<file path="config.mk">
export PLATFORM = sky130hd
export DESIGN_NAME = audio_ctl_slave
export DESIGN_NICKNAME = d
export VERILOG_FILES = /design/src/rtl/audio_ctl_pkg.sv /design/src/rtl/bus_sync.sv /design/src/rtl/byte_engine.sv /design/src/rtl/ctl_regs.sv /design/src/rtl/audio_ctl_slave.sv
export SDC_FILE = /design/constraint.sdc
export NUM_CORES = 1
export LEC_CHECK = 0
export ABC_CLOCK_PERIOD_IN_PS = 3300
export BUFFER_PORTS_ARGS = -buffer_cell sky130_fd_sc_hd__buf_2
export CAP_MARGIN = 20
export CORE_MARGIN = 2
export CORE_UTILIZATION = 60
export CTS_CLUSTER_DIAMETER = 30
export DETAILED_ROUTE_END_ITERATION = 10
export GPL_TIMING_DRIVEN = 0
export PLACE_DENSITY = 0.81
export SLEW_MARGIN = 20
export SYNTH_ARGS = -nofsm -noshare
export SYNTH_HDL_FRONTEND = slang
export SYNTH_SLANG_ARGS = --single-unit
</file>
<file path="constraint.sdc">
create_clock -name clk -period 3.3 [get_ports clk]
set_input_delay 0.495 -clock clk [delete_from_list [all_inputs] [get_ports clk]]
set_output_delay 0.495 -clock clk [all_outputs]
set_load 0.1 [all_outputs]
</file>
<file path="src/rtl/audio_ctl_pkg.sv">
package audio_ctl_pkg;
  localparam int DW      = 8;             // bits per bus byte
  localparam int NREG    = 8;             // registers held in the bank
  localparam int AW      = $clog2(NREG);  // bank index width
  localparam int SUB_W   = 4;             // subaddress pointer width
  localparam int INC_BIT = 4;             // auto-increment flag position
  localparam int RSV_IDX = 3;             // subaddress with no register

  localparam int IDX_SEL   = 0;
  localparam int IDX_GAIN  = 1;
  localparam int IDX_VOL   = 2;
  localparam int IDX_BASS  = 4;
  localparam int IDX_TREB  = 5;
  localparam int IDX_SPK_R = 6;
  localparam int IDX_SPK_L = 7;

  typedef enum logic [2:0] {ST_IDLE, ST_ADDR, ST_SUB, ST_DATA, ST_SKIP} stage_t;
  typedef enum logic [1:0] {AK_NONE, AK_WAIT, AK_HOLD} ack_t;

  function automatic logic [DW-1:0] reg_default(input int idx);
    case (idx)
      IDX_SEL:   return 8'h02;  // second input pair
      IDX_GAIN:  return 8'h0E;  // 28 dB
      IDX_VOL:   return 8'h38;  // mute
      IDX_BASS:  return 8'h07;  // flat
      IDX_TREB:  return 8'h0E;  // +2 dB
      IDX_SPK_R: return 8'hF8;  // mute
      IDX_SPK_L: return 8'hF8;  // mute
      default:   return 8'h00;
    endcase
  endfunction
endpackage

</file>
<file path="src/rtl/bus_sync.sv">
module bus_sync #(
  parameter int STAGES = 2
) (
  input  logic clk,
  input  logic rst,
  input  logic scl_i,
  input  logic sda_i,
  output logic scl_hi,
  output logic scl_rise,
  output logic scl_fall,
  output logic sda_bit,
  output logic start_det,
  output logic stop_det
);
  logic [STAGES-1:0] scl_ff, sda_ff;
  logic scl_d, sda_d;
  logic scl_s, sda_s;

  generate
    if (STAGES == 1) begin : g_one
      always_ff @(posedge clk) begin
        if (rst) begin
          scl_ff <= '1;
          sda_ff <= '1;
        end else begin
          scl_ff <= scl_i;
          sda_ff <= sda_i;
        end
      end
    end else begin : g_chain
      always_ff @(posedge clk) begin
        if (rst) begin
          scl_ff <= '1;
          sda_ff <= '1;
        end else begin
          scl_ff <= {scl_ff[STAGES-2:0], scl_i};
          sda_ff <= {sda_ff[STAGES-2:0], sda_i};
        end
      end
    end
  endgenerate

  assign scl_s = scl_ff[STAGES-1];
  assign sda_s = sda_ff[STAGES-1];

  always_ff @(posedge clk) begin
    if (rst) begin
      scl_d <= 1'b1;
      sda_d <= 1'b1;
    end else begin
      scl_d <= scl_s;
      sda_d <= sda_s;
    end
  end

  assign scl_hi    = scl_s;
  assign sda_bit   = sda_s;
  assign scl_rise  = scl_s & ~scl_d;
  assign scl_fall  = ~scl_s & scl_d;
  assign start_det = scl_s & scl_d & sda_d & ~sda_s;
  assign stop_det  = scl_s & scl_d & ~sda_d & sda_s;
endmodule

</file>
<file path="src/rtl/byte_engine.sv">
module byte_engine
  import audio_ctl_pkg::*;
#(
  parameter logic [6:0] DEV_ADDR = 7'h44
) (
  input  logic          clk,
  input  logic          rst,
  input  logic          scl_hi,
  input  logic          scl_rise,
  input  logic          scl_fall,
  input  logic          sda_bit,
  input  logic          start_det,
  input  logic          stop_det,
  output logic          sda_oe,
  output logic          wr_en,
  output logic [AW-1:0] wr_addr,
  output logic [DW-1:0] wr_data
);
  localparam logic [SUB_W:0]   LIM   = (SUB_W+1)'(NREG);
  localparam logic [SUB_W-1:0] RSV_L = SUB_W'(RSV_IDX);

  stage_t           stage;
  ack_t             ak;
  logic [2:0]       bit_cnt;
  logic [DW-2:0]    shreg;
  logic [SUB_W-1:0] ptr;
  logic             inc;
  logic             oe_q;
  logic [DW-1:0]    byte_in;
  logic             ptr_ok;

  assign byte_in = {shreg, sda_bit};
  assign ptr_ok  = ({1'b0, ptr} < LIM) && (ptr != RSV_L);

  always_ff @(posedge clk) begin
    if (rst) begin
      stage   <= ST_IDLE;
      ak      <= AK_NONE;
      bit_cnt <= '0;
      shreg   <= '0;
      ptr     <= '0;
      inc     <= 1'b0;
      oe_q    <= 1'b0;
      wr_en   <= 1'b0;
      wr_addr <= '0;
      wr_data <= '0;
    end else begin
      wr_en <= 1'b0;
      if (start_det) begin
        stage   <= ST_ADDR;
        ak      <= AK_NONE;
        bit_cnt <= '0;
        oe_q    <= 1'b0;
      end else if (stop_det) begin
        stage   <= ST_IDLE;
        ak      <= AK_NONE;
        bit_cnt <= '0;
        oe_q    <= 1'b0;
      end else if (stage != ST_IDLE && stage != ST_SKIP) begin
        case (ak)
          AK_NONE: begin
            if (scl_rise) begin
              shreg <= byte_in[DW-2:0];
              if (bit_cnt == 3'd7) begin
                bit_cnt <= '0;
                ak      <= AK_WAIT;
                case (stage)
                  ST_ADDR: begin
                    if (byte_in[7:1] == DEV_ADDR && !byte_in[0]) begin
                      stage <= ST_SUB;
                    end else begin
                      stage <= ST_SKIP;
                      ak    <= AK_NONE;
                    end
                  end
                  ST_SUB: begin
                    ptr   <= byte_in[SUB_W-1:0];
                    inc   <= byte_in[INC_BIT];
                    stage <= ST_DATA;
                  end
                  default: begin
                    wr_en   <= ptr_ok;
                    wr_addr <= ptr[AW-1:0];
                    wr_data <= byte_in;
                    if (inc) ptr <= ptr + 1'b1;
                  end
                endcase
              end else begin
                bit_cnt <= bit_cnt + 1'b1;
              end
            end
          end
          AK_WAIT: begin
            if (scl_fall) begin
              oe_q <= 1'b1;
              ak   <= AK_HOLD;
            end
          end
          default: begin
            if (scl_fall) begin
              oe_q <= 1'b0;
              ak   <= AK_NONE;
            end
          end
        endcase
      end
    end
  end

  assign sda_oe = oe_q;

  AST_OE_ONLY_ADDRESSED: assert property (@(posedge clk) disable iff (rst)
    sda_oe |-> (stage == ST_SUB || stage == ST_DATA));
  AST_OE_SCL_LOW: assert property (@(posedge clk) disable iff (rst)
    (scl_hi && $past(scl_hi)) |-> $stable(sda_oe));
  AST_NO_WRITE_OUTSIDE_DATA: assert property (@(posedge clk) disable iff (rst)
    wr_en |-> $past(stage) == ST_DATA);
endmodule

</file>
<file path="src/rtl/ctl_regs.sv">
module ctl_regs
  import audio_ctl_pkg::*;
(
  input  logic                     clk,
  input  logic                     rst,
  input  logic                     wr_en,
  input  logic [AW-1:0]            wr_addr,
  input  logic [DW-1:0]            wr_data,
  output logic [NREG-1:0][DW-1:0]  q
);
  generate
    for (genvar i = 0; i < NREG; i++) begin : g_reg
      if (i == RSV_IDX) begin : g_rsv
        assign q[i] = reg_default(i);
      end else begin : g_live
        logic [DW-1:0] r;
        always_ff @(posedge clk) begin
          if (rst)                               r <= reg_default(i);
          else if (wr_en && wr_addr == AW'(i))   r <= wr_data;
        end
        assign q[i] = r;

        AST_WRITE_LANDS: assert property (@(posedge clk) disable iff (rst)
          (wr_en && wr_addr == AW'(i)) |=> q[i] == $past(wr_data));
        AST_RESET_DEFAULT: assert property (@(posedge clk)
          ($past(rst) && !rst) |-> q[i] == reg_default(i));
      end
    end
  endgenerate

  AST_NO_RSV_WRITE: assert property (@(posedge clk) disable iff (rst)
    wr_en |-> wr_addr != AW'(RSV_IDX));
endmodule

</file>
<file path="src/rtl/audio_ctl_slave.sv">
module audio_ctl_slave
  import audio_ctl_pkg::*;
#(
  parameter logic [6:0] DEV_ADDR    = 7'h44,
  parameter int         SYNC_STAGES = 2
) (
  input  logic          clk,
  input  logic          rst,
  input  logic          scl_i,
  input  logic          sda_i,
  output logic          sda_oe,
  output logic [DW-1:0] sel_q,
  output logic [DW-1:0] gain_q,
  output logic [DW-1:0] vol_q,
  output logic [DW-1:0] bass_q,
  output logic [DW-1:0] treb_q,
  output logic [DW-1:0] spk_r_q,
  output logic [DW-1:0] spk_l_q
);
  logic scl_hi, scl_rise, scl_fall, sda_bit, start_det, stop_det;
  logic                    wr_en;
  logic [AW-1:0]           wr_addr;
  logic [DW-1:0]           wr_data;
  logic [NREG-1:0][DW-1:0] regs_q;
  logic                    unused_rsv;

  bus_sync #(.STAGES(SYNC_STAGES)) u_sync (
    .clk       (clk),
    .rst       (rst),
    .scl_i     (scl_i),
    .sda_i     (sda_i),
    .scl_hi    (scl_hi),
    .scl_rise  (scl_rise),
    .scl_fall  (scl_fall),
    .sda_bit   (sda_bit),
    .start_det (start_det),
    .stop_det  (stop_det)
  );

  byte_engine #(.DEV_ADDR(DEV_ADDR)) u_eng (
    .clk       (clk),
    .rst       (rst),
    .scl_hi    (scl_hi),
    .scl_rise  (scl_rise),
    .scl_fall  (scl_fall),
    .sda_bit   (sda_bit),
    .start_det (start_det),
    .stop_det  (stop_det),
    .sda_oe    (sda_oe),
    .wr_en     (wr_en),
    .wr_addr   (wr_addr),
    .wr_data   (wr_data)
  );

  ctl_regs u_regs (
    .clk     (clk),
    .rst     (rst),
    .wr_en   (wr_en),
    .wr_addr (wr_addr),
    .wr_data (wr_data),
    .q       (regs_q)
  );

  assign sel_q      = regs_q[IDX_SEL];
  assign gain_q     = regs_q[IDX_GAIN];
  assign vol_q      = regs_q[IDX_VOL];
  assign bass_q     = regs_q[IDX_BASS];
  assign treb_q     = regs_q[IDX_TREB];
  assign spk_r_q    = regs_q[IDX_SPK_R];
  assign spk_l_q    = regs_q[IDX_SPK_L];
  assign unused_rsv = ^regs_q[RSV_IDX];

  AST_OE_IDLE_AFTER_RESET: assert property (@(posedge clk)
    $past(rst) |-> !sda_oe);
endmodule

</file>
Word-level counts from Yosys, hierarchy flattened --
Index checks and enable logic that the tools add are counted.
Storage, ports and cells: word-level logic and storage cells 115, input bits 4, output and inout port bits 57, bits in registers 95
Cells by class: bitwise operators 19, magnitude comparators 1, equal/unequal tests 16, reductions and logical operators 34, add/subtract/negate cells 2, muxes and demuxes 21
Operators by type and width (count):
- AND reduction 5 bit | 4
- equality test 3 bit (second input constant) | 5
- nonzero test 3 bit | 5
- AND reduction 7 bit | 2
- inverter 1 bit | 12
- logical AND 1 bit | 10
- 2-to-1 mux 2 bit | 5
- 2-to-1 mux 1 bit | 9
- OR reduction 9 bit | 1
- case mux 4 bit (2 select lines) | 1
- AND reduction 8 bit | 1
- AND 1 bit | 7
- equality test 7 bit (second input constant) | 1
- equality test 3 x 1 -> 1 bit (second input constant) | 2
- equality test 3 x 2 -> 1 bit (second input constant) | 2
- 2-to-1 mux 3 bit | 2
- case mux 3 bit (2 select lines) | 1
- AND reduction 3 bit | 2
- nonzero test 2 bit | 3
- adder 4 x 1 -> 4 bit (second input constant) | 1
- < comparator 4 bit (second input constant) | 1
- 2-to-1 mux 4 bit | 1
- != test 2 bit (second input constant) | 2
- != test 4 x 2 -> 1 bit (second input constant) | 1
- 12 further kinds | 12

Depth between registers and ports, before layout --
Gate-level depths: netlist of the first run.
depth after elaboration 10, mapped depth 7, depth with buffers taken out 5

Cells and area by module --
A second synthesis of the first run with hierarchy kept.
Second synthesis, totals: cells, all modules 380, area, all modules 3898.7 sq um
By module, submodules not included:
- ctl_regs | times used 1, cells each 215, area each 2255.9 sq um, seq. area each 1121.1 sq um
- byte_engine | times used 1, cells each 149, area each 1452.6 sq um, seq. area each 660.6 sq um
- bus_sync | times used 1, cells each 16, area each 190.2 sq um, seq. area each 120.1 sq um

Worst setup path after synthesis of the first run --
No wires, ideal clock.
kind reg-to-reg, start register u_eng.ak[1], end register u_eng.ptr[1], required time 3.179 ns, buffers on the path 1, data arrival time 1.495 ns, setup slack 1.684 ns, setup time 0.121 ns, clock period less this slack 1.616 ns, cell stages (with the launch flop) 6, cells stage by stage dfxtp_1 > nor4b_4 > and2_1 > buf_6 > o2111ai_4 > mux2_4
On the way: cells in the longest elaborated chain, start to end 2
Ends and longest elaborated chain:
- from (decl) | line byte_engine.sv:23 | ack_t ak;
- from (signal assigned) | line byte_engine.sv:38 | ak <= AK_NONE;
- from (signal assigned) | line byte_engine.sv:51 | ak <= AK_NONE;
- from (signal assigned) | line byte_engine.sv:56 | ak <= AK_NONE;
- zero test 2 bit | line byte_engine.sv:60 | case (ak)
- AND reduction 8 bit (no line)
- to (signal assigned) | line byte_engine.sv:77 | ptr <= byte_in[SUB_W-1:0];
- to (signal assigned) | line byte_engine.sv:85 | if (inc) ptr <= ptr + 1'b1;
- to (decl) | line byte_engine.sv:26 | logic [SUB_W-1:0] ptr;
No other way between the ends. A chain may end at the register's enable or synchronous reset.

Worst setup path in the final report of the first run --
start register u_eng.stage[0], end register u_eng.ptr[1]
On the way: cells in the longest elaborated chain, start to end 3, elaborated cells on any way between the ends 9, those cells by class eq/ne: 3; mux: 1; bitwise: 1; reduce/logical: 4
Ends and longest elaborated chain:
- from (decl) | line byte_engine.sv:22 | stage_t stage;
- from (signal assigned) | line byte_engine.sv:37 | stage <= ST_IDLE;
- from (signal assigned) | line byte_engine.sv:50 | stage <= ST_ADDR;
- from (signal assigned) | line byte_engine.sv:55 | stage <= ST_IDLE;
- equality test 3 x 2 -> 1 bit (tied with other cells) | line byte_engine.sv:67 | case (stage)
- nonzero test 2 bit (no line) (tied with other cells)
- AND reduction 8 bit (no line)
Several ways; a longest one is shown, not always the timed one.

==> out/results.txt, run 1 <==
Summed over all instances, the cell type with the most area after synthesis is sky130_fd_sc_hd__dfxtp_1. The main combinational cell family by area after synthesis was simple AND/OR/NAND/NOR gates. The detail route stage leaves a number of antenna-violating nets equal to 0. For the utilization after layout, the log shows 72.2%. After synthesis the cells add up to 0.00369 sq mm.

0 antenna diodes ended up in the layout. The largest single stage delay on the critical path is 0.34 ns. STA puts the critical path data required time at 3.56 ns.

For the worst setup path, the data arrival time is 2.11 ns. The run gives 0 as the number of warnings issued by yosys. The type of element capturing the critical path was a register. Of the synthesized area, sequential elements account for 51.5%.

The share of flip-flops with an asynchronous set or reset after synthesis is 0%. The flow ran to the end, and the final reports show no timing, DRC or antenna violations. Along the worst hold path, the cell count comes to 2.

By instance count, the leading cell after synthesis is sky130_fd_sc_hd__nand2_1. Setup repair after global routing left no endpoint under its margin. The min-delay analysis places its worst path in the category input pin to register. The tools report the last weighted congestion value of the routability-driven placer as 0.831.

I/O pin count: 61. The die extent in y is 82.4 um, and the static leakage is 1.72 nW. The tools report the starting density of the core as 62.3%. On the critical path the largest part of the delay comes from simple AND/OR/NAND/NOR gates. The post-route netlist has 20.5% of its cells at a drive strength greater than 1. In this run the standard cell core region covers 0.00592 sq mm. Across the VDD grid, the largest voltage drop is 0.307 mV.

The worst setup path is of the register to register kind. Measured against its own limit, the worst slew margin works out to 40.4%. The final max-slew violation count was 0. The x dimension of the die was 82.4 um; the total of endpoints with negative setup slack in the final report was 0. The area growth from synthesis to layout is 15.9%. The time the worst path needs with I/O delays and setup is 1.85 ns. The number of clock buffers added by TritonCTS is 9. The logs give 1.45 ns for the internal reg-to-reg setup slack and 28 for the number of cell rows.

The setup fix buffers added after clock tree synthesis is 0, and the multiplexer area fraction after synthesis is 11.6%. The first-pass GRT wire length is 13.5 mm, and the slew at the pin closest to its max-slew limit is 0.890 ns. The power per unit of standard cell area was 457 mW/mm^2. The final-stage net count was 490. For the final wirelength, the log shows 8.31 mm. The tool flagged a number of max-cap violations equal to 0. In this run the biggest area consumer among cell types represents 51.5% of the synthesized area. The number of global-route vias before repair is 2,879, and the number of buffers added to fix hold violations after cts is 0. The tools report the startpoint of the worst-slack reg-to-reg timing path as u_eng.stage[0].

Of the total synthesized cell area, the portion taken by XOR and XNOR cells is 0.237%. The sum of buffers and inverters on the critical path works out to 2. Based on the critical path, the design can be clocked at up to 0.540 GHz. Tracing the worst setup path back leads to its startpoint at u_eng.stage[0]. On the critical path, the stage with the largest delay is an instance of sky130_fd_sc_hd__or2_0.

Once layout is complete, the cells apart from fillers number 562. Port buffering added 59 buffers. TritonCTS built the clock tree. For this block, the via count after detailed routing is 3,071. By area the synthesized netlist is led by sky130_fd_sc_hd__dfxtp_1 (52%), sky130_fd_sc_hd__mux2i_1 (11%), sky130_fd_sc_hd__nand2_1 (10%).

The HPWL after detailed placement is 5.75 mm. Average wire per cell in the routed design: 14.8 um. By count the netlist is led by sky130_fd_sc_hd__nand2_1 (102), sky130_fd_sc_hd__dfxtp_1 (95), sky130_fd_sc_hd__mux2i_1 (40).

The highest fanout seen on the critical path was 10; the mean area per synthesized cell was 8.93 sq um. In this run, the number of DRC markers left after iteration 0 of detailed routing was 183. The synthesized design contains 0 enable-type register cells. Counting every sink on the clock net gives 95. The number of cells produced by synthesis is 413, and the post-synthesis sequential element count is 95. For this run the aggregate overflow at the end of global routing stands at 0. The initial antenna violation count is 0.

Total power for the finished layout comes to 1.95 mW. At the later pin of the worst-skew pair, clock insertion delay measures 0.36 ns. The most used flip-flop cell after synthesis was sky130_fd_sc_hd__dfxtp_1. The critical path runs through a total of 6 cells.

The number of unique standard cell types used by synthesis was 48. Before antenna repair, the detailed router went through 5 iterations. Clock-pin slew was measured on the worst setup and hold paths at 0.09 ns.

The synthesized net count was 420; the post-route setup TNS was 0 ns. The total routing resource utilization after global routing came out at 26.6%. The logs give 0 for the quantity of gates resized following cts and 0 for the number of remaining DRC errors. The endpoint of the worst setup timing path is u_eng.ptr[1]. The tools report the critical path launch point type as a register.

After layout, the worst path uses 56.1% of the clock period. The endpoint of the worst register-to-register path is u_eng.ptr[1]. The die area came out at 0.00679 sq mm. In this run the number of H-tree levels came out at 3.

Walking the worst path, the cells encountered are clkbuf_1, or2_0, and2_1, buf_6, o2111ai_4, mux2_4. The largest clock skew in the final design is 0.0115 ns, and the final hold violation count is 0. Share of the synthesized area in compound gates (AO/OA/AOI/OAI): 8.51%. In this run the clock root is driven by a sky130_fd_sc_hd__clkbuf_8. The longest clock path from root to sink contains 2 buffers.

The number of instances in the placed design was 547. Share of synthesized cell area in full adder, half adder and majority cells: 1.29%. The synthesized-area fraction occupied by and/or/nand/nor cells was 23.2%.

Entering global routing, the biggest net connects 16 pins. The number of cells traversed by the worst register-to-register path came out at 6. After detailed routing, the number of vias per cell comes to 5.46.
layout by cell type, fill, tap and decap left out, types with 2 or more instances in the layout:
cell type and n:
sky130_fd_sc_hd__o31ai_1 2, sky130_fd_sc_hd__nor4b_1 2, sky130_fd_sc_hd__clkbuf_1 24, sky130_fd_sc_hd__dfxtp_1 95
sky130_fd_sc_hd__o211ai_1 2, sky130_fd_sc_hd__nor2_2 2, sky130_fd_sc_hd__nor3_1 2, sky130_fd_sc_hd__ha_1 3
sky130_fd_sc_hd__nand2_1 102, sky130_fd_sc_hd__nand3_1 17, sky130_fd_sc_hd__clkbuf_8 10, sky130_fd_sc_hd__inv_1 2
sky130_fd_sc_hd__or2_2 8, sky130_fd_sc_hd__or3_1 3, sky130_fd_sc_hd__nor2_1 34, sky130_fd_sc_hd__nand4_1 2
sky130_fd_sc_hd__a31oi_1 3, sky130_fd_sc_hd__a21oi_1 34, sky130_fd_sc_hd__clkinvlp_4 2, sky130_fd_sc_hd__buf_2 61
sky130_fd_sc_hd__nand2b_1 3, sky130_fd_sc_hd__nor2b_1 3, sky130_fd_sc_hd__or3b_2 2, sky130_fd_sc_hd__mux2i_1 40
where the power goes:
group	total [mW]	internal [mW]	switching (mW)
Clock	0.762	0.367	0.395
Combinational	0.0403	0.0110	0.0293
Sequential	1.15	1.15	0.00334
Total	1.95	1.53	0.428
final cells by class:
class                           count  area, sq um
Inverter                            3         11.3
Tap cell                           75         93.8
Buffer                             29          123
Fill cell                         453         1650
Clock inverter                      5         58.8
Clock buffer                       10          138
Multi-Input combinational cell    286         1650
Timing Repair Buffer               59          295
Sequential cell                    95         1900
how the worst min path moves through the flow:
stage,from,to
global route,sda_i,u_sync.sda_ff[0]
CTS,sda_i,u_sync.sda_ff[0]
floorplan,u_sync.scl_ff[0],u_sync.scl_ff[1]
global placement,u_sync.scl_ff[0],u_sync.scl_ff[1]
detailed placement,u_sync.sda_ff[0],u_sync.sda_ff[1]
finish,sda_i,u_sync.sda_ff[0]
routing by layer:
layer | global-route usage, % | up-vias | share of wire [%]
li1 | - | 1517 | -
met1 | 33.2 | 1444 | 45
met5 | 0 | - | 0
met3 | 6.41 | 11 | 6.2
met2 | 43.9 | 99 | 48
met4 | 11.5 | 0 | 1.4
registers in the layout, summed over array words and instances, names as in the netlist:
register           count
u_eng.bit_cnt          3
u_sync.sda_ff          2
u_eng.inc              1
u_eng.stage            3
u_eng.wr_en            1
u_eng.wr_data          8
u_eng.ptr              4
u_eng.shreg            7
u_eng.sda_oe           1
u_regs.g.g_live.r     56
u_eng.ak               2
u_eng.wr_addr          3
u_sync.sda_d           1
u_sync.scl_d           1
u_sync.scl_ff          2
kinds of logic after synthesis:
family          after synthesis
compound gates               51
flops                        95
mux                          42
buf+inv                      32
simple gates                188
fa+ha+maj                     4
xor+xnor                      1
metrics by stage:
stage | hold WS, ns | instance area (sq um) | setup slack (ns)
4_1_cts | 0.300 | 4280 | 1.46
2_1_floorplan | 0.389 | 3690 | 1.68
5_1_grt | 0.302 | 4280 | 1.33
3_5_place_dp | 0.406 | 4080 | 1.47
3_3_place_gp | 0.396 | 4080 | 1.49
6_report | 0.312 | 4280 | 1.45
Note: power is estimated with default switching activity, not from simulation.
==> run 2, diff against run 1 <==
Settings changed: ABC_CLOCK_PERIOD_IN_PS 3300 to 1700, CORE_UTILIZATION 60 to 50, PLACE_DENSITY 0.81 to 0.72.
Clock period 3.3 ns to 1.7 ns, I/O delays scaled along.
==> run 2 against run 1 <==
Combinational power grew 100%. Global-route usage shrank 5.5 points. Clock power grew 89%. Clock skew grew 0.0016 ns. Count of clock-buffer cells in the layout is the same.
==> out/results.txt, run 2 (synthesis gave the netlist of run 1 again) <==
The most flop-heavy register is u_regs.g.g_live.r. The count of routing violations after the opening detailed-route iteration was 150 (-18%). The logs give 44.9% (+4.5 points) for the worst slew margin relative to its limit and 5.87 mm (+2.1%) for the detailed placement HPWL.

The time the worst path needs with I/O delays and setup came out at 1.67 ns (-0.182 ns). Sum of internal, switching and leakage power: 3.76 mW (+92%). The number of flip-flops in the largest register was 56 (unchanged).

STA classifies the critical path endpoint as a register. The tools report the number of cell rows as 31 (+11%). In this run the worst hold path is classified as input pin to register. For the post-route setup TNS, the log shows 0 ns (unchanged). The tools report the number of instances in the placed design as 571 (+4.4%). The final antenna diode count came out at 0 (unchanged). The tools report the deepest clock path buffer count as 2 (unchanged). The run gives 3 (unchanged) as the H-tree depth reported by CTS.

The largest registers in the layout are u_regs.g.g_live.r: 56 flops, u_eng.wr_data: 8 flops, u_eng.shreg: 7 flops. The tools report the total routing resource utilization after global routing as 21.1% (-5.5 points). The die area is 0.00808 sq mm (+19%), and the slew at the pin closest to its max-slew limit is 0.821 ns (-0.0682 ns).

The logs give 491 (+0.20%) for the final-stage net count and 0.831 (about the same) for the last weighted congestion value of the routability-driven placer. Cell count of the worst hold path: 2 (unchanged). For the final worst hold slack, the log shows 0.0743 ns (-0.237 ns). TritonCTS built the clock tree. The tools report the first-pass GRT wire length as 13.7 mm (+1.8%). The largest clock skew in the final design is 0.0131 ns (+0.00161 ns).

The final instance area is 0.00438 sq mm (+2.3%). The layout cell share with drive strength beyond 1 works out to 22.5% (+2.0 points). After detailed routing, no signal wire sits above met4. The run gives 4.17 mm (+5.6%) as the met2 wire length. The tools report the clock root buffer master as sky130_fd_sc_hd__clkbuf_8.

Setup repair after global routing could not meet its margin everywhere. Number of input and output port buffers inserted: 59 (unchanged). The flow ran to the end, and the final reports show no timing, DRC or antenna violations. Total of endpoints with negative setup slack in the final report: 0 (unchanged). The length of routed met3 wiring came out at 453 um (-12%). The library cell used most frequently in the layout, excluding fill and tap cells, is sky130_fd_sc_hd__nand2_1. The final hold violation count is 0 (unchanged). The average wire per cell in the routed design came out at 14.5 um (-1.9%). The I/O pin count was 61 (unchanged). The number of cells traversed by the worst register-to-register path was 6 (unchanged); the number of clock sinks was 95 (unchanged). The tools report the number of cells in the finished layout apart from fillers as 587 (+4.4%). The via-per-instance ratio is 5.15 (-5.8%), and the x dimension of the die is 89.9 um (+9.1%). The die extent in y was 89.9 um (+9.1%).

The logs give 1.73 nW (+0.47%) for the static leakage and 0.599 GHz (+11%) for the achievable frequency. The run gives 3,021 (-1.6%) as the total via count in the routed design. The arrival time reported for the critical path endpoint was 1.92 ns (-0.19 ns); the final max-slew violation count was 0 (unchanged).

For the met1 wire length, the log shows 3.71 mm (-0.38%). The initial antenna violation count is 0 (unchanged). The power per unit of standard cell area is 859 mW/mm^2 (+88%).

The later-pin clock latency in the skew report is 0.36 ns (about the same). The worst setup path is launched from a register. Class of the most critical setup path: register to register. The peak supply drop was 0.323 mV (+5.1%).

The logs give 9 (unchanged) for the number of buffers created by CTS and 0 (unchanged) for the number of buffers added to fix hold violations after cts. The max capacitance violation total was 0 (unchanged); the detailed-routing iteration count for the pre-antenna-repair pass was 4 (-1). For the final wirelength, the log shows 8.51 mm (+2.5%). Maximum number of pins on one net before global-route repair: 16 (unchanged). The number of remaining DRC errors is 0 (unchanged). Number of filler cells placed in the layout: 660 (+46%). The tools report the placeable core region as 0.00721 sq mm (+22%). The run gives 2,857 (-0.76%) as the number of global-route vias before repair. The top cell types in the final layout, fill and taps aside, are sky130_fd_sc_hd__nand2_1 (102), sky130_fd_sc_hd__dfxtp_1 (92), sky130_fd_sc_hd__buf_2 (60), sky130_fd_sc_hd__mux2i_1 (39). The logs give 1.95 ns (-1.61 ns) for the endpoint required time on the critical path and 0.00411 sq mm (+0.74%) for the total cell area at the placement stage. The period utilization is 98.1% (+42 points).

From synthesis to final layout, the design area changed by 18.6%. The antenna violation net count after detailed routing is 0 (unchanged), and the final global-route overflow total is 0 (unchanged). The run gives 51.1% (-11 points) as the starting density of the core. The highest fanout seen on the critical path is 10 (unchanged).

The clock-pin transition on the worst setup and hold timing paths came out at 0.08 ns (about the same).
run 2: changes by cell type in the layout (fill, tap and decap cells not counted), sizes merged:
cell and change:
clkbuf -2, clkinvlp -1, clkinv +1, buf +3
run 2: critical path, cell delays in order, from the launching register on:
cell                        delay [ns]
sky130_fd_sc_hd__dfxtp_2          0.35
sky130_fd_sc_hd__nor4b_4          0.26
sky130_fd_sc_hd__buf_4            0.19
sky130_fd_sc_hd__and2_1           0.15
sky130_fd_sc_hd__buf_6            0.14
sky130_fd_sc_hd__o2111ai_4        0.14
sky130_fd_sc_hd__mux2_4           0.32
run 2: final timing paths:
path	start	endpoint	slack, ns
max reg2reg	u_eng.ak[1]	u_eng.ptr[1]	0.03
max	u_eng.ak[1]	u_eng.ptr[1]	0.03
min reg2reg	u_sync.scl_ff[0]	u_sync.scl_ff[1]	0.41
min	scl_i	u_sync.scl_ff[0]	0.07
run 2: area by class of cell:
type / instances / area (sq um) / area share, %
multi-input combinational: 286 / 1700 / 38.9
inverter: 3 / 11.3 / 0.257
timing repair buffer: 63 / 325 / 7.43
buffer: 26 / 121 / 2.77
sequential: 95 / 1910 / 43.6
clock buffer: 10 / 128 / 2.92
clock inverter: 5 / 60.1 / 1.37
tap: 99 / 124 / 2.83
run 2: power by group:
part | leakage [nW] | switching [mW] | total (mW) | internal (mW)
registers | 0.768 | 0.00975 | 2.24 | 2.23
clock network | 0.0923 | 0.762 | 1.44 | 0.675
logic | 0.868 | 0.0569 | 0.0811 | 0.0242
total | 1.73 | 0.828 | 3.76 | 2.93
run 2: metal layers:
metal / vias up / track usage (%)
li1: 1535 / -
met1: 1386 / 26.0
met2: 83 / 36.9
met3: 17 / 4.27
met4: 0 / 7.44
met5: - / 0
run 2: timing repair:
item,4_1_cts,5_1_grt
pin swaps,1,2
setup buffers,2,2
cloned,0,0
resized for setup,5,11
endpoints found under the setup margin,15,37
run 2: through the flow:
step	util (%)	setup WS [ns]
detailed placement	57.0	-0.156
floorplan	-	0.0841
global placement	57.0	-0.128
CTS	59.9	-0.00496
finish	60.6	0.0318
global route	60.6	-0.0241
==> run 3, diff against run 2 <==
Settings changed: CORE_ASPECT_RATIO from default to 1.25.
==> run 3 against run 2 <==
Via count barely moved. First-iteration DRC count fell by 27%. Die area barely moved. Critical endpoint unchanged. Critical path depth did not move. Global-route usage fell by 0.11 points. Highest routed layer unchanged. Sequential power barely moved. Power fell by 1.2%. Wire length fell by 3.7%. Non-clock buffer count fell by 1.
==> out/results.txt, run 3 (synthesis gave the netlist of run 1 again) <==
The flow ran to the end, and the final reports show no timing, DRC or antenna violations. The deepest clock path buffer count was 2 (unchanged); the layout cell share with drive strength beyond 1 was 22.5% (unchanged). The last weighted congestion value of the routability-driven placer is 0.824 (-0.82%).

Walking the worst path, the cells encountered are nor4b_4, buf_6, and2_1, buf_6, o2111ai_4, mux2_4. The highest fanout seen on the critical path came out at 10 (unchanged). In the final layout, the registers with the most flip-flops are u_regs.g.g_live.r: 56 flops, u_eng.wr_data: 8 flops, u_eng.shreg: 7 flops. The number of flip-flops in the largest register works out to 56 (unchanged).

Number of remaining DRC errors: 0 (unchanged). The smallest setup slack after layout is 0.0669 ns (+0.0352 ns), and the initial antenna violation count is 0 (unchanged). STA classifies the critical path endpoint as a register. The max capacitance violation total was 0 (unchanged). For the maximum number of pins on one net before global-route repair, the log shows 18 (+2). The largest clock skew in the final design is 0.0138 ns (+0.000706 ns), and the peak supply drop is 0.516 mV (+60%). The logs give 50.8% (-0.39 points) for the starting density of the core and 50.0% (+5.1 points) for the worst slew margin relative to its limit.

The logs give 5.73 mm (-2.4%) for the detailed placement HPWL and 3 (unchanged) for the H-tree depth reported by CTS. Number of cell rows: 35 (+13%). The logs give 6 (+2) for the detailed-routing iteration count for the pre-antenna-repair pass and 0 (unchanged) for the final hold violation count. The origin of the worst setup path is u_eng.ak[1].

The most numerous cell type found on the critical path is sky130_fd_sc_hd__buf_6. TritonCTS built the clock tree. For the sum of internal, switching and leakage power, the log shows 3.71 mW (-1.2%). The path class of the lowest-slack min-delay path was input pin to register. For the utilization after layout, the log shows 60.0% (-0.68 points). The post-route setup TNS is 0 ns (unchanged), and the final-stage net count is 490 (-0.20%). The die extent in y was 100 um (+11%). Setup repair after global routing left no endpoint under its margin.

The tools report the count of routing violations after the opening detailed-route iteration as 110 (-27%). The library cells used most frequently in the layout, excluding fill and tap cells, are sky130_fd_sc_hd__nand2_1 (102), sky130_fd_sc_hd__dfxtp_1 (93), sky130_fd_sc_hd__buf_2 (61), sky130_fd_sc_hd__mux2i_1 (40), sky130_fd_sc_hd__a21oi_1 (34). The library cell used most frequently in the layout, excluding fill and tap cells, is sky130_fd_sc_hd__nand2_1.

The x dimension of the die was 80.8 um (-10%); the slew at the pin closest to its max-slew limit was 0.745 ns (-0.0764 ns). The power per unit of standard cell area is 852 mW/mm^2 (-0.80%). The worst setup path is of the register to register kind. Antenna violation net count after detailed routing: 0 (unchanged). The run gives 61 (unchanged) as the I/O pin count.

The logs give 1.74 nW (+0.47%) for the static leakage and 580 (-1.2%) for the number of cells in the finished layout apart from fillers. The clock root buffer master was sky130_fd_sc_hd__clkbuf_8. The total of endpoints with negative setup slack in the final report came out at 0 (unchanged). For the number of buffers created by CTS, the log shows 9 (unchanged). The run gives 0 (unchanged) as the final global-route overflow total. The number of instances in the placed design was 564 (-1.2%); the clock-pin transition on the worst setup and hold timing paths was 0.10 ns (+0.02 ns). The first-pass GRT wire length was 13.1 mm (-4.7%); the average wire per cell in the routed design was 14.1 um (-2.5%).

The later-pin clock latency in the skew report is 0.36 ns (about the same), and the number of clock sinks is 95 (unchanged). The die area was 0.00809 sq mm (about the same); the number of global-route vias before repair was 2,742 (-4.0%). The final antenna diode count is 0 (unchanged), and the final wirelength is 8.20 mm (-3.7%). The final max-slew violation count was 0 (unchanged).

For the arrival time reported for the critical path endpoint, the log shows 1.90 ns (-0.02 ns). Worst stage delay on the critical path: 0.36 ns (about the same). The tools report the start point of the worst min-delay path as scl_i. Standard cell with the maximum stage delay on the critical path: sky130_fd_sc_hd__dfxtp_1. Most flop-heavy register: u_regs.g.g_live.r. The endpoint required time on the critical path is 1.97 ns (+0.02 ns), and the via-per-instance ratio is 5.21 (+1.2%). The run gives 0.0721 ns (-0.00225 ns) as the final worst hold slack. Total routing resource utilization after global routing: 21.0% (-0.11 points).

Relative to the synthesized area, the layout overhead comes to 18.1%. The run gives 0.00410 sq mm (-0.21%) as the total cell area at the placement stage. STA classifies the critical path startpoint as a register. The number of input and output port buffers inserted was 59 (unchanged).

In this run the critical register-to-register path is launched from u_eng.ak[1]. The internal reg-to-reg setup slack is 0.07 ns (+0.04 ns). The logs give -0.146 ns (+0.0100 ns) for the post-place setup slack and 0.00436 sq mm (-0.37%) for the final instance area. The achievable frequency is 0.612 GHz (+2.2%). The time the worst path needs with I/O delays and setup was 1.63 ns (-0.0352 ns). The placeable core region was 0.00727 sq mm (+0.76%); the total via count in the routed design was 3,022 (+0.033%).

The period utilization works out to 96.1% (-2.1 points).
run 3: final timing paths:
kind / to / cells after the start
setup / recovery: u_eng.ptr[1] / 6
hold / removal: u_sync.scl_ff[0] / 2
setup reg to reg: u_eng.ptr[1] / 6
hold reg to reg: u_sync.sda_ff[1] / 1
run 3: layout make-up:
class,instances,area (sq um)
Buffer,25,115
Clock buffer,10,138
Clock inverter,6,50.0
Fill cell,643,2910
Inverter,3,11.3
Multi-Input combinational cell,286,1700
Sequential cell,95,1900
Tap cell,92,115
Timing Repair Buffer,63,329
run 3: what timing repair did:
item | in CTS | in global routing
setup endpoints to repair | 15 | 40
setup buffers | 2 | 2
hold buffers | 0 | 0
resized for setup | 4 | 10
run 3: routing by layer:
metal	part of all wire [%]	vias up	wire length, um	global-route usage [%]
li1	-	1527	-	-
met1	44	1423	3620	25.5
met2	50	62	4090	36.2
met3	4.1	10	339	3.51
met4	1.8	0	150	8.87
met5	0	-	0	0
run 3: critical path, delay by kind of cell (launching register included):
| kind | cells | cell delay (ns) |
|---|---|---|
| simple gates | 2 | 0.42 |
| flops | 1 | 0.36 |
| mux | 1 | 0.32 |
| buf+inv | 2 | 0.29 |
| compound gates | 1 | 0.14 |
run 3: power by group:
part           total [mW]  internal, mW  switching [mW]
Sequential           2.24          2.23         0.00937
Clock                1.39         0.589           0.803
Combinational      0.0814        0.0242          0.0572
